===== src/rtl/flush_seq_pkg.sv =====
package flush_seq_pkg;
   typedef enum logic {FS_IDLE = 1'b0, FS_RUN = 1'b1} fs_state_e;
endpackage


===== src/rtl/flush_line_calc.sv =====
module flush_line_calc #(
   parameter int ADDR_W     = 32,
   parameter int SIZE_W     = 32,
   parameter int LINE_BYTES = 64,
   localparam int OFS_W     = $clog2(LINE_BYTES),
   localparam int LINE_W    = ADDR_W - OFS_W,
   localparam int CNT_W     = SIZE_W - OFS_W + 1
) (
   input  logic [ADDR_W-1:0] addr,
   input  logic [SIZE_W-1:0] size,
   output logic [LINE_W-1:0] first_line,
   output logic [CNT_W-1:0]  line_cnt
);
   generate
      if (OFS_W == 0) begin : g_byte_lines
         assign first_line = addr;
         assign line_cnt   = {1'b0, size};
      end else begin : g_wide_lines
         logic [SIZE_W:0] padded;
         logic            unused_lo;
         assign padded     = {1'b0, size} + (SIZE_W+1)'(LINE_BYTES - 1);
         assign line_cnt   = padded[SIZE_W:OFS_W];
         assign first_line = addr[ADDR_W-1:OFS_W];
         assign unused_lo  = ^{addr[OFS_W-1:0], padded[OFS_W-1:0]};
      end
   endgenerate
endmodule


===== src/rtl/flush_issue_ctr.sv =====
module flush_issue_ctr #(
   parameter int LINE_W = 26,
   parameter int TAG_W  = 8,
   parameter int CNT_W  = 27
) (
   input  logic              clk,
   input  logic              rst,
   input  logic              load,
   input  logic [LINE_W-1:0] first_line,
   input  logic [CNT_W-1:0]  line_cnt,
   input  logic              accept,
   output logic              valid,
   output logic [LINE_W-1:0] line,
   output logic [TAG_W-1:0]  tag,
   output logic              step,
   output logic              valid_nxt
);
   logic [CNT_W-1:0] remain;

   always_comb begin
      step = accept && (remain != '0);
      if (load)                          valid_nxt = 1'b1;
      else if (accept && remain == '0)   valid_nxt = 1'b0;
      else                               valid_nxt = valid;
   end

   always_ff @(posedge clk) begin
      if (rst) begin
         valid  <= 1'b0;
         line   <= '0;
         tag    <= '0;
         remain <= '0;
      end else begin
         valid <= valid_nxt;
         if (load) begin
            line   <= first_line;
            tag    <= '0;
            remain <= line_cnt - CNT_W'(1);
         end else if (step) begin
            line   <= line + LINE_W'(1);
            tag    <= tag + TAG_W'(1);
            remain <= remain - CNT_W'(1);
         end
      end
   end
endmodule


===== src/rtl/flush_pend_ctr.sv =====
module flush_pend_ctr #(
   parameter int CNT_W = 27
) (
   input  logic clk,
   input  logic rst,
   input  logic load,
   input  logic inc,
   input  logic dec,
   output logic zero_nxt,
   output logic err
);
   logic [CNT_W-1:0] cnt;
   logic [CNT_W-1:0] cnt_nxt;
   logic             take;

   always_comb begin
      take = dec && (cnt != '0);
      if (load) cnt_nxt = CNT_W'(1);
      else      cnt_nxt = cnt + CNT_W'(inc) - CNT_W'(take);
      zero_nxt = (cnt_nxt == '0);
   end

   always_ff @(posedge clk) begin
      if (rst) begin
         cnt <= '0;
         err <= 1'b0;
      end else begin
         cnt <= cnt_nxt;
         err <= dec && (cnt == '0);
      end
   end
endmodule


===== src/rtl/flush_snoop_seq.sv =====
module flush_snoop_seq
   import flush_seq_pkg::*;
#(
   parameter int ADDR_W     = 32,
   parameter int SIZE_W     = 32,
   parameter int LINE_BYTES = 64,
   parameter int TAG_W      = 8,
   localparam int OFS_W     = $clog2(LINE_BYTES),
   localparam int LINE_W    = ADDR_W - OFS_W,
   localparam int CNT_W     = SIZE_W - OFS_W + 1
) (
   input  logic              clk,
   input  logic              rst,
   input  logic              start,
   input  logic [ADDR_W-1:0] start_addr,
   input  logic [SIZE_W-1:0] start_size,
   input  logic              ext_busy,
   output logic              snp_req_valid,
   input  logic              snp_req_ready,
   output logic [LINE_W-1:0] snp_req_line,
   output logic [TAG_W-1:0]  snp_req_tag,
   input  logic              snp_rsp_valid,
   input  logic [TAG_W-1:0]  snp_rsp_tag,
   output logic              snp_rsp_ready,
   output logic              busy,
   output logic              done,
   output logic              rsp_error
);
   generate
      if ((1 << OFS_W) != LINE_BYTES) begin : g_bad_line
         $error("LINE_BYTES must be a power of two");
      end
      if (OFS_W >= ADDR_W || OFS_W >= SIZE_W) begin : g_bad_width
         $error("address and size must be wider than the line offset");
      end
      if (TAG_W < 1) begin : g_bad_tag
         $error("TAG_W must be at least 1");
      end
   endgenerate

   fs_state_e         state;
   logic [LINE_W-1:0] first_line;
   logic [CNT_W-1:0]  line_cnt;
   logic              load, accept, step, valid_nxt, zero_nxt, finish;
   logic              unused_tag;

   assign unused_tag = ^snp_rsp_tag;

   flush_line_calc #(
      .ADDR_W     (ADDR_W),
      .SIZE_W     (SIZE_W),
      .LINE_BYTES (LINE_BYTES)
   ) u_calc (
      .addr       (start_addr),
      .size       (start_size),
      .first_line (first_line),
      .line_cnt   (line_cnt)
   );

   assign load   = start && (state == FS_IDLE) && (line_cnt != '0);
   assign accept = snp_req_valid && snp_req_ready;

   flush_issue_ctr #(
      .LINE_W (LINE_W),
      .TAG_W  (TAG_W),
      .CNT_W  (CNT_W)
   ) u_issue (
      .clk        (clk),
      .rst        (rst),
      .load       (load),
      .first_line (first_line),
      .line_cnt   (line_cnt),
      .accept     (accept),
      .valid      (snp_req_valid),
      .line       (snp_req_line),
      .tag        (snp_req_tag),
      .step       (step),
      .valid_nxt  (valid_nxt)
   );

   flush_pend_ctr #(
      .CNT_W (CNT_W)
   ) u_pend (
      .clk      (clk),
      .rst      (rst),
      .load     (load),
      .inc      (step),
      .dec      (snp_rsp_valid && snp_rsp_ready),
      .zero_nxt (zero_nxt),
      .err      (rsp_error)
   );

   assign finish = (state == FS_RUN) && !valid_nxt && zero_nxt;

   always_ff @(posedge clk) begin
      if (rst) begin
         state <= FS_IDLE;
         done  <= 1'b0;
      end else begin
         done <= finish;
         if (load)        state <= FS_RUN;
         else if (finish) state <= FS_IDLE;
      end
   end

   assign snp_rsp_ready = (state == FS_RUN);
   assign busy          = (state == FS_RUN) || ext_busy;
endmodule


===== config.mk =====
export PLATFORM = sky130hd
export DESIGN_NAME = flush_snoop_seq
export DESIGN_NICKNAME = d
export VERILOG_FILES = /design/src/rtl/flush_seq_pkg.sv /design/src/rtl/flush_line_calc.sv /design/src/rtl/flush_issue_ctr.sv /design/src/rtl/flush_pend_ctr.sv /design/src/rtl/flush_snoop_seq.sv
export SDC_FILE = /design/constraint.sdc
export NUM_CORES = 1
export LEC_CHECK = 0
export BUFFER_PORTS_ARGS = -buffer_cell sky130_fd_sc_hd__buf_2
export CORE_MARGIN = 2
export CORE_UTILIZATION = 40
export CTS_CLUSTER_DIAMETER = 60
export CTS_CLUSTER_SIZE = 8
export DETAILED_ROUTE_END_ITERATION = 7
export GPL_ROUTABILITY_DRIVEN = 0
export HOLD_SLACK_MARGIN = 0.02
export PLACE_DENSITY = 0.61
export SYNTH_ARGS = -nofsm -noshare
export SYNTH_HDL_FRONTEND = slang
export SYNTH_SLANG_ARGS = --single-unit

===== constraint.sdc =====
create_clock -name clk -period 15.5 [get_ports clk]
set_clock_uncertainty 0.2 [all_clocks]
set_input_delay 0.775 -clock clk [delete_from_list [all_inputs] [get_ports clk]]
set_output_delay 0.775 -clock clk [all_outputs]
set_load 0.03 [all_outputs]

==> results_dict.tcl, run 1 <==
set metrics [dict create \
    status "finished with violations" \
    failed_checks "design-rule violations" \
    synth_area_leaders "dfxtp_1, ha_1, xor2_1, xnor2_1, nor2_1" \
    track_usage 0.195 \
    area_growth_pct 12.4 \
    syn_avg_cell_area_um2 7.92 \
    grt_overflow_total 0 \
    criticalPathCategory "reg -> reg" \
    grt_setup_unrepaired "false" \
    num_antenna_cells 0 \
    die_x_um 140 \
    yosysTopAreaCellShare 0.249 \
    synth_cells 935 \
    hold_viol_final 0 \
    yosysWarnings 0 \
    core_um2 18100 \
    grt_first_pass_wirelength_um 31700 \
    synth_nets 1056 \
    min_path_type "reg -> reg" \
    crit_path_max_fanout 22 \
    power_density_nw_per_um2 149 \
    tightest_slew_ns 0.889 \
    grt_pass1_vias 6369 \
    fmax_ghz 0.169 \
    grt_max_degree 59 \
    rrSetupSlack_ns 9.58 \
    dp_hpwl_um 14400 \
    ys.flop_type "dfxtp_1" \
    synth_seq_area_share 0.249 \
    cp-start-kind "flop" \
    drt-total-wl_um 19200 \
    drt_first_pass_iters 6 \
    io-pin-count 117 \
    drive_above_1_share 0.161 \
    path_clk_slew_ns 0.07 \
    wire_per_inst_um 15.4 \
    drc 3 \
    post_cts_buffers 0 \
    cp_data_required_time_ns 15.55 \
    slew_viol_final 0 \
    synth_edf_count 0 \
    start_util 0.410 \
    cts-root-buf "clkbuf_16" \
    min_period_ns 5.92 \
    vias 6892 \
    htree_levels 3 \
    die_area_um2 19600 \
    post_cts_resized 0 \
    worst_setup_path_end_kind "flop" \
    cts_tree "done" \
    drt_iter0_drc 385 \
    viasPerCell 5.54 \
    synthArstFlopShare 0 \
    power_leakage_nw 3.32 \
    antenna_found_initial 0 \
    setup_viol_count_final 0 \
    timing.hold.ws_ns 0.302 \
    cts.sinks 92 \
    ir_drop_mv 0.0622 \
    synth.ff_latch_count 92 \
    portBuffers 102 \
    yosysUniqueCellTypes 80 \
    yosysTopAreaCell "dfxtp_1" \
    hold_buffers 0 \
    clock_path_buffers 2 \
    nets 1132 \
    antenna_left 0 \
    row_count 49 \
    final_util 0.461 \
    min_period_over_period 0.382 \
    netlist_area_um2 7410 \
    crit_arrival_ns 5.97 \
    maxCapViolations 0 \
    tns_ns 0 \
    relSlewSlack 0.402 \
    die_y_um 140 \
    clkLatencyLatePin_ns 0.36 \
    numCtsBuffers 9 \
]
## metal layers
layer  up-vias  part of all wire  GRT usage
met1      3202              0.49      0.272
met5         -                 0          0
met3        18             0.034     0.0164
met4         0             0.016     0.0633
met2       148              0.46      0.320
li1       3524                 -          -
## layout make-up
class | instances | area (um2)
Inverter | 50 | 188
Clock buffer | 10 | 239
Sequential cell | 92 | 1840
Fill cell | 1867 | 9760
Multi-Input combinational cell | 752 | 5150
Timing Repair Buffer | 106 | 541
Tap cell | 229 | 287
Clock inverter | 6 | 80.1
## registers in the layout, summed over array words and instances, names as in the netlist
| name | count |
|---|---|
| u_issue.remain | 27 |
| u_pend.cnt | 27 |
| u_issue.line | 26 |
| u_issue.tag | 8 |
| done | 1 |
| snp_rsp_ready | 1 |
| u_issue.valid | 1 |
| u_pend.err | 1 |
## kinds of logic after synthesis
group           count (synthesis)  synth area share
simple gates                  396             0.278
compound gates                189             0.187
xor+xnor                      105             0.124
flops                          92             0.249
buf+inv                        91            0.0576
fa+ha+maj                      43            0.0736
mux                            19            0.0304
## synthesized netlist by cell type, types with 9 or more instances
library cell / n
or4_1: 9
nand2b_1: 11
dfxtp_1: 92
a21oi_1: 37
xnor2_1: 51
nor4_1: 15
nor2b_1: 11
nor2_1: 114
nor3_1: 22
nand2_1: 72
a211oi_1: 42
or3_1: 16
clkbuf_1: 14
inv_1: 50
mux2i_1: 13
xor2_1: 54
nand4_1: 22
o21ai_0: 22
nand3_1: 36
ha_1: 42
buf_2: 11
and3_1: 24
## final timing paths
check	from	end	cells after the start
hold / removal	u_issue.remain[16]	u_issue.remain[16]	2
hold reg to reg	u_issue.remain[16]	u_issue.remain[16]	2
setup reg to reg	u_issue.remain[16]	done	17
setup / recovery	u_issue.remain[16]	done	17
## report_power, final
| group | switching (mW) | total (mW) | leakage (nW) | internal, mW |
|---|---|---|---|---|
| Combinational | 0.413 | 0.698 | 2.40 | 0.285 |
| Sequential | 0.0266 | 0.300 | 0.759 | 0.274 |
| Clock | 0.107 | 0.239 | 0.153 | 0.133 |
## worst max-delay path, cell delays in order, from the launching register on
cell and delay [ns]:
dfxtp_1 0.34, or3_1 0.41, or3_1 0.40, nor4_1 0.35, a31o_2 0.46, inv_1 0.50
ha_1 0.43, fa_1 0.41, a21oi_1 0.21, nor4b_1 0.13, o211ai_1 0.36, nand3b_1 0.17
a221oi_1 0.34, xor2_1 0.33, nand3_1 0.12, nor4_1 0.23, nand4_1 0.13, nor4_1 0.28
## cells in the final DEF (no fill, tap or decap), types with 16 or more instances in the layout
cell      netlist  final
buf_2          11    102
or3_1          16     16
nor3_1         22     22
inv_1          50     50
dfxtp_1        92     92
o21ai_0        22     22
nor2_1        114    114
nand2_1        72     72
xor2_1         54     54
xnor2_1        51     51
ha_1           42     42
nand4_1        22     22
nand3_1        36     36
a21oi_1        37     37
and3_1         24     24
a211oi_1       42     42
## metrics by stage
| stage | cells | power [mW] | setup WS, ns | cell area (um2) |
|---|---|---|---|---|
| global route | 1245 | 1.34 | 9.12 | 8330 |
| floorplan | 935 | 0.847 | 10.07 | 7410 |
| global placement | 1229 | 0.997 | 9.39 | 8010 |
| finish | 1245 | 1.24 | 9.58 | 8330 |
| CTS | 1245 | 1.24 | 9.61 | 8330 |
| detailed placement | 1229 | 0.996 | 9.35 | 8010 |
No activity file was read; power rests on OpenSTA's default activity.
==> inputs of run 2 (changes only) <==
ABC_AREA = 1   (was default)
PLACE_DENSITY = 0.6   (was 0.61)
clock period = 5.95 ns   (was 15.5 ns; I/O delays follow)
==> run 2 against run 1 <==
  * The run now ends clean
  * Sequential power rose to 2.6 times the previous value
  * Worst hold slack got worse by 0.27 ns
  * First-iteration DRC count rose by 26%
  * Die area up 11%
  * Setup slack worse by 8.4 ns
  * Synthesized area rose by 11%
  * Fmax up 23%
  * Sequential cell count unchanged
  * Combinational power grew to 3.0 times the previous value
  * Critical path type unchanged
  * Highest routed layer unchanged
==> results_dict.tcl, run 2 <==
set metrics [dict create \
    die_y_um 148 \
    core_um2 20200 \
    antenna_left 0 \
    dp_hpwl_um 18100 \
    synthArstFlopShare 0 \
    die_x_um 148 \
    htree_levels 3 \
    grt_overflow_total 0 \
    path_clk_slew_ns 0.07 \
    min_period_over_period 0.809 \
    rrSetupSlack_ns 1.13 \
    cp-start-kind "flop" \
    grt_pass1_vias 8144 \
    criticalPathCategory "reg -> reg" \
    grt_max_degree 73 \
    cts-root-buf "clkbuf_16" \
    timing.rr.start "u_issue.remain[3]" \
    post_cts_buffers 0 \
    netlist_area_um2 8250 \
    start_util 0.407 \
    yosysUniqueCellTypes 47 \
    final_cell_area_um2 9370 \
    yosysTopAreaCellShare 0.223 \
    crit_path_max_fanout 8 \
    portBuffers 102 \
    viasPerCell 4.94 \
    min_path_type "in -> reg" \
    instances_no_fill 1747 \
    track_usage 0.216 \
    largestRegisters "u_issue.remain: 27 flops, u_pend.cnt: 27 flops, u_issue.line: 26 flops" \
    nets 1593 \
    min_period_ns 4.82 \
    io-pin-count 117 \
    fmax_ghz 0.208 \
    synth_cells 1372 \
    place_inst 1714 \
    final_common_cell "nand2_1" \
    power.total_mw 3.41 \
    cts.sinks 92 \
    numCtsBuffers 9 \
    power_density_nw_per_um2 364 \
    syn_avg_cell_area_um2 6.01 \
    drt_first_pass_iters 5 \
    synth.top_cells.by_count "nand2_1, inv_1, nor2_1" \
    wire_per_inst_um 13.4 \
    synth_area_leaders "dfxtp_1, nand2_1, inv_1, nor2_1, nand3_1" \
    yosysTopAreaCell "dfxtp_1" \
    maxCapViolations 0 \
    num_antenna_cells 0 \
    ff2ff_path_depth 22 \
    place_area_um2 8920 \
    drive_above_1_share 0.123 \
    grt_first_pass_wirelength_um 38800 \
    row_count 52 \
    cp-endpoint "snp_rsp_ready" \
    relSlewSlack 0.377 \
    synth_nets 1493 \
    r2r_end "snp_rsp_ready" \
    grt_setup_unrepaired "false" \
    drt-total-wl_um 23300 \
    antenna_found_initial 0 \
    worst_setup_path_end_kind "flop" \
    hold_viol_final 0 \
    min_delay_path_depth 3 \
    post_cts_resized 0 \
    clkLatencyLatePin_ns 0.36 \
    tns_ns 0 \
    ys.flop_type "dfxtp_1" \
    status "finished clean" \
    synth.most_common_cell "nand2_1" \
    die_area_um2 21800 \
    vias 8638 \
    slew_viol_final 0 \
    crit_arrival_ns 4.83 \
    power_leakage_nw 4.64 \
    final_cell_mix "nand2_1, inv_1, nor2_1, nand3_1, buf_2" \
    crit_start "u_issue.remain[3]" \
    drc 0 \
    yosysWarnings 0 \
    fill_cells 2215 \
    synth_seq_area_share 0.223 \
    clock_path_buffers 2 \
    area_growth_pct 13.6 \
    synth_edf_count 0 \
    drt_iter0_drc 487 \
    synth.ff_latch_count 92 \
    cp_data_required_time_ns 5.96 \
    tightest_slew_ns 0.932 \
    ir_drop_mv 0.177 \
    cts_tree "done" \
    setup_viol_count_final 0 \
]
==> run 2: kinds of logic (layout without fill, tap and decap cells) <==
kind of cell	count (synthesis)	after routing	share of synthesized area
buf+inv	250	355	0.123
fa+ha+maj	43	43	0.0662
flops	92	92	0.223
xor+xnor	46	46	0.0489
simple gates	781	781	0.426
compound gates	160	160	0.112
==> run 2: final cells by class <==
type	count	area (um2)	share of cell area
clock buffers	10	229	0.0244
clock inverters	6	46.3	0.00494
inverters	215	807	0.0861
multi-input cells	1030	5390	0.575
flip-flops and latches	92	1840	0.197
well taps	270	338	0.0361
repair buffers	124	718	0.0766
==> run 2: how the worst min path moves through the flow <==
stage / start / to
floorplan: u_issue.remain[15] / u_issue.remain[15]
global placement: u_issue.remain[15] / u_issue.remain[15]
detailed placement: u_issue.remain[15] / u_issue.remain[15]
CTS: start_addr[21] / u_issue.line[15]
global route: start_addr[16] / u_issue.line[10]
finish: start_addr[27] / u_issue.line[21]
==> run 2: timing repair <==
item,CTS,global route
hold buffers,17,0
endpoints found under the hold margin,17,0
setup endpoints to repair,0,0
==> run 2: layer usage <==
metal / share of wire / routed length, um / track usage
met5: 0 / 0 / 0
met2: 0.48 / 11300 / 0.383
met1: 0.46 / 10800 / 0.269
met4: 0.023 / 528 / 0.0697
met3: 0.034 / 787 / 0.0330
==> run 2: critical path: stages (launching register included) <==
cell	delay (ns)
dfxtp_1	0.31
inv_1	0.09
nand4_1	0.15
nor4_1	0.37
nand4_1	0.25
nand3_1	0.16
clkinv_1	0.35
ha_1	0.38
fa_1	0.40
nand3_1	0.10
nand3_1	0.14
a21boi_0	0.43
o21ai_0	0.22
xor2_1	0.27
nand2_1	0.08
nor2_1	0.10
nand2_1	0.08
o21ai_0	0.16
nand4_1	0.11
nor2_1	0.12
nand3_1	0.08
nand2_1	0.07
a21oi_1	0.06
==> run 2: stage by stage <==
step | worst slack, ns | utilization | hold WS [ns]
6_report | 1.13 | 0.463 | 0.0328
5_1_grt | 0.665 | 0.463 | 0.0265
4_1_cts | 1.18 | 0.463 | 0.0231
3_5_place_dp | 1.18 | 0.441 | 0.263
3_3_place_gp | 1.24 | 0.441 | 0.256
2_1_floorplan | 2.03 | - | 0.245
==> run 2: power by group <==
part / internal, mW / switching [mW] / total [mW] / leakage [nW]
clock network: 0.287 / 0.269 / 0.556 / 0.129
logic: 0.687 / 1.39 / 2.07 / 3.75
registers: 0.716 / 0.0661 / 0.782 / 0.758
total: 1.69 / 1.72 / 3.41 / 4.64
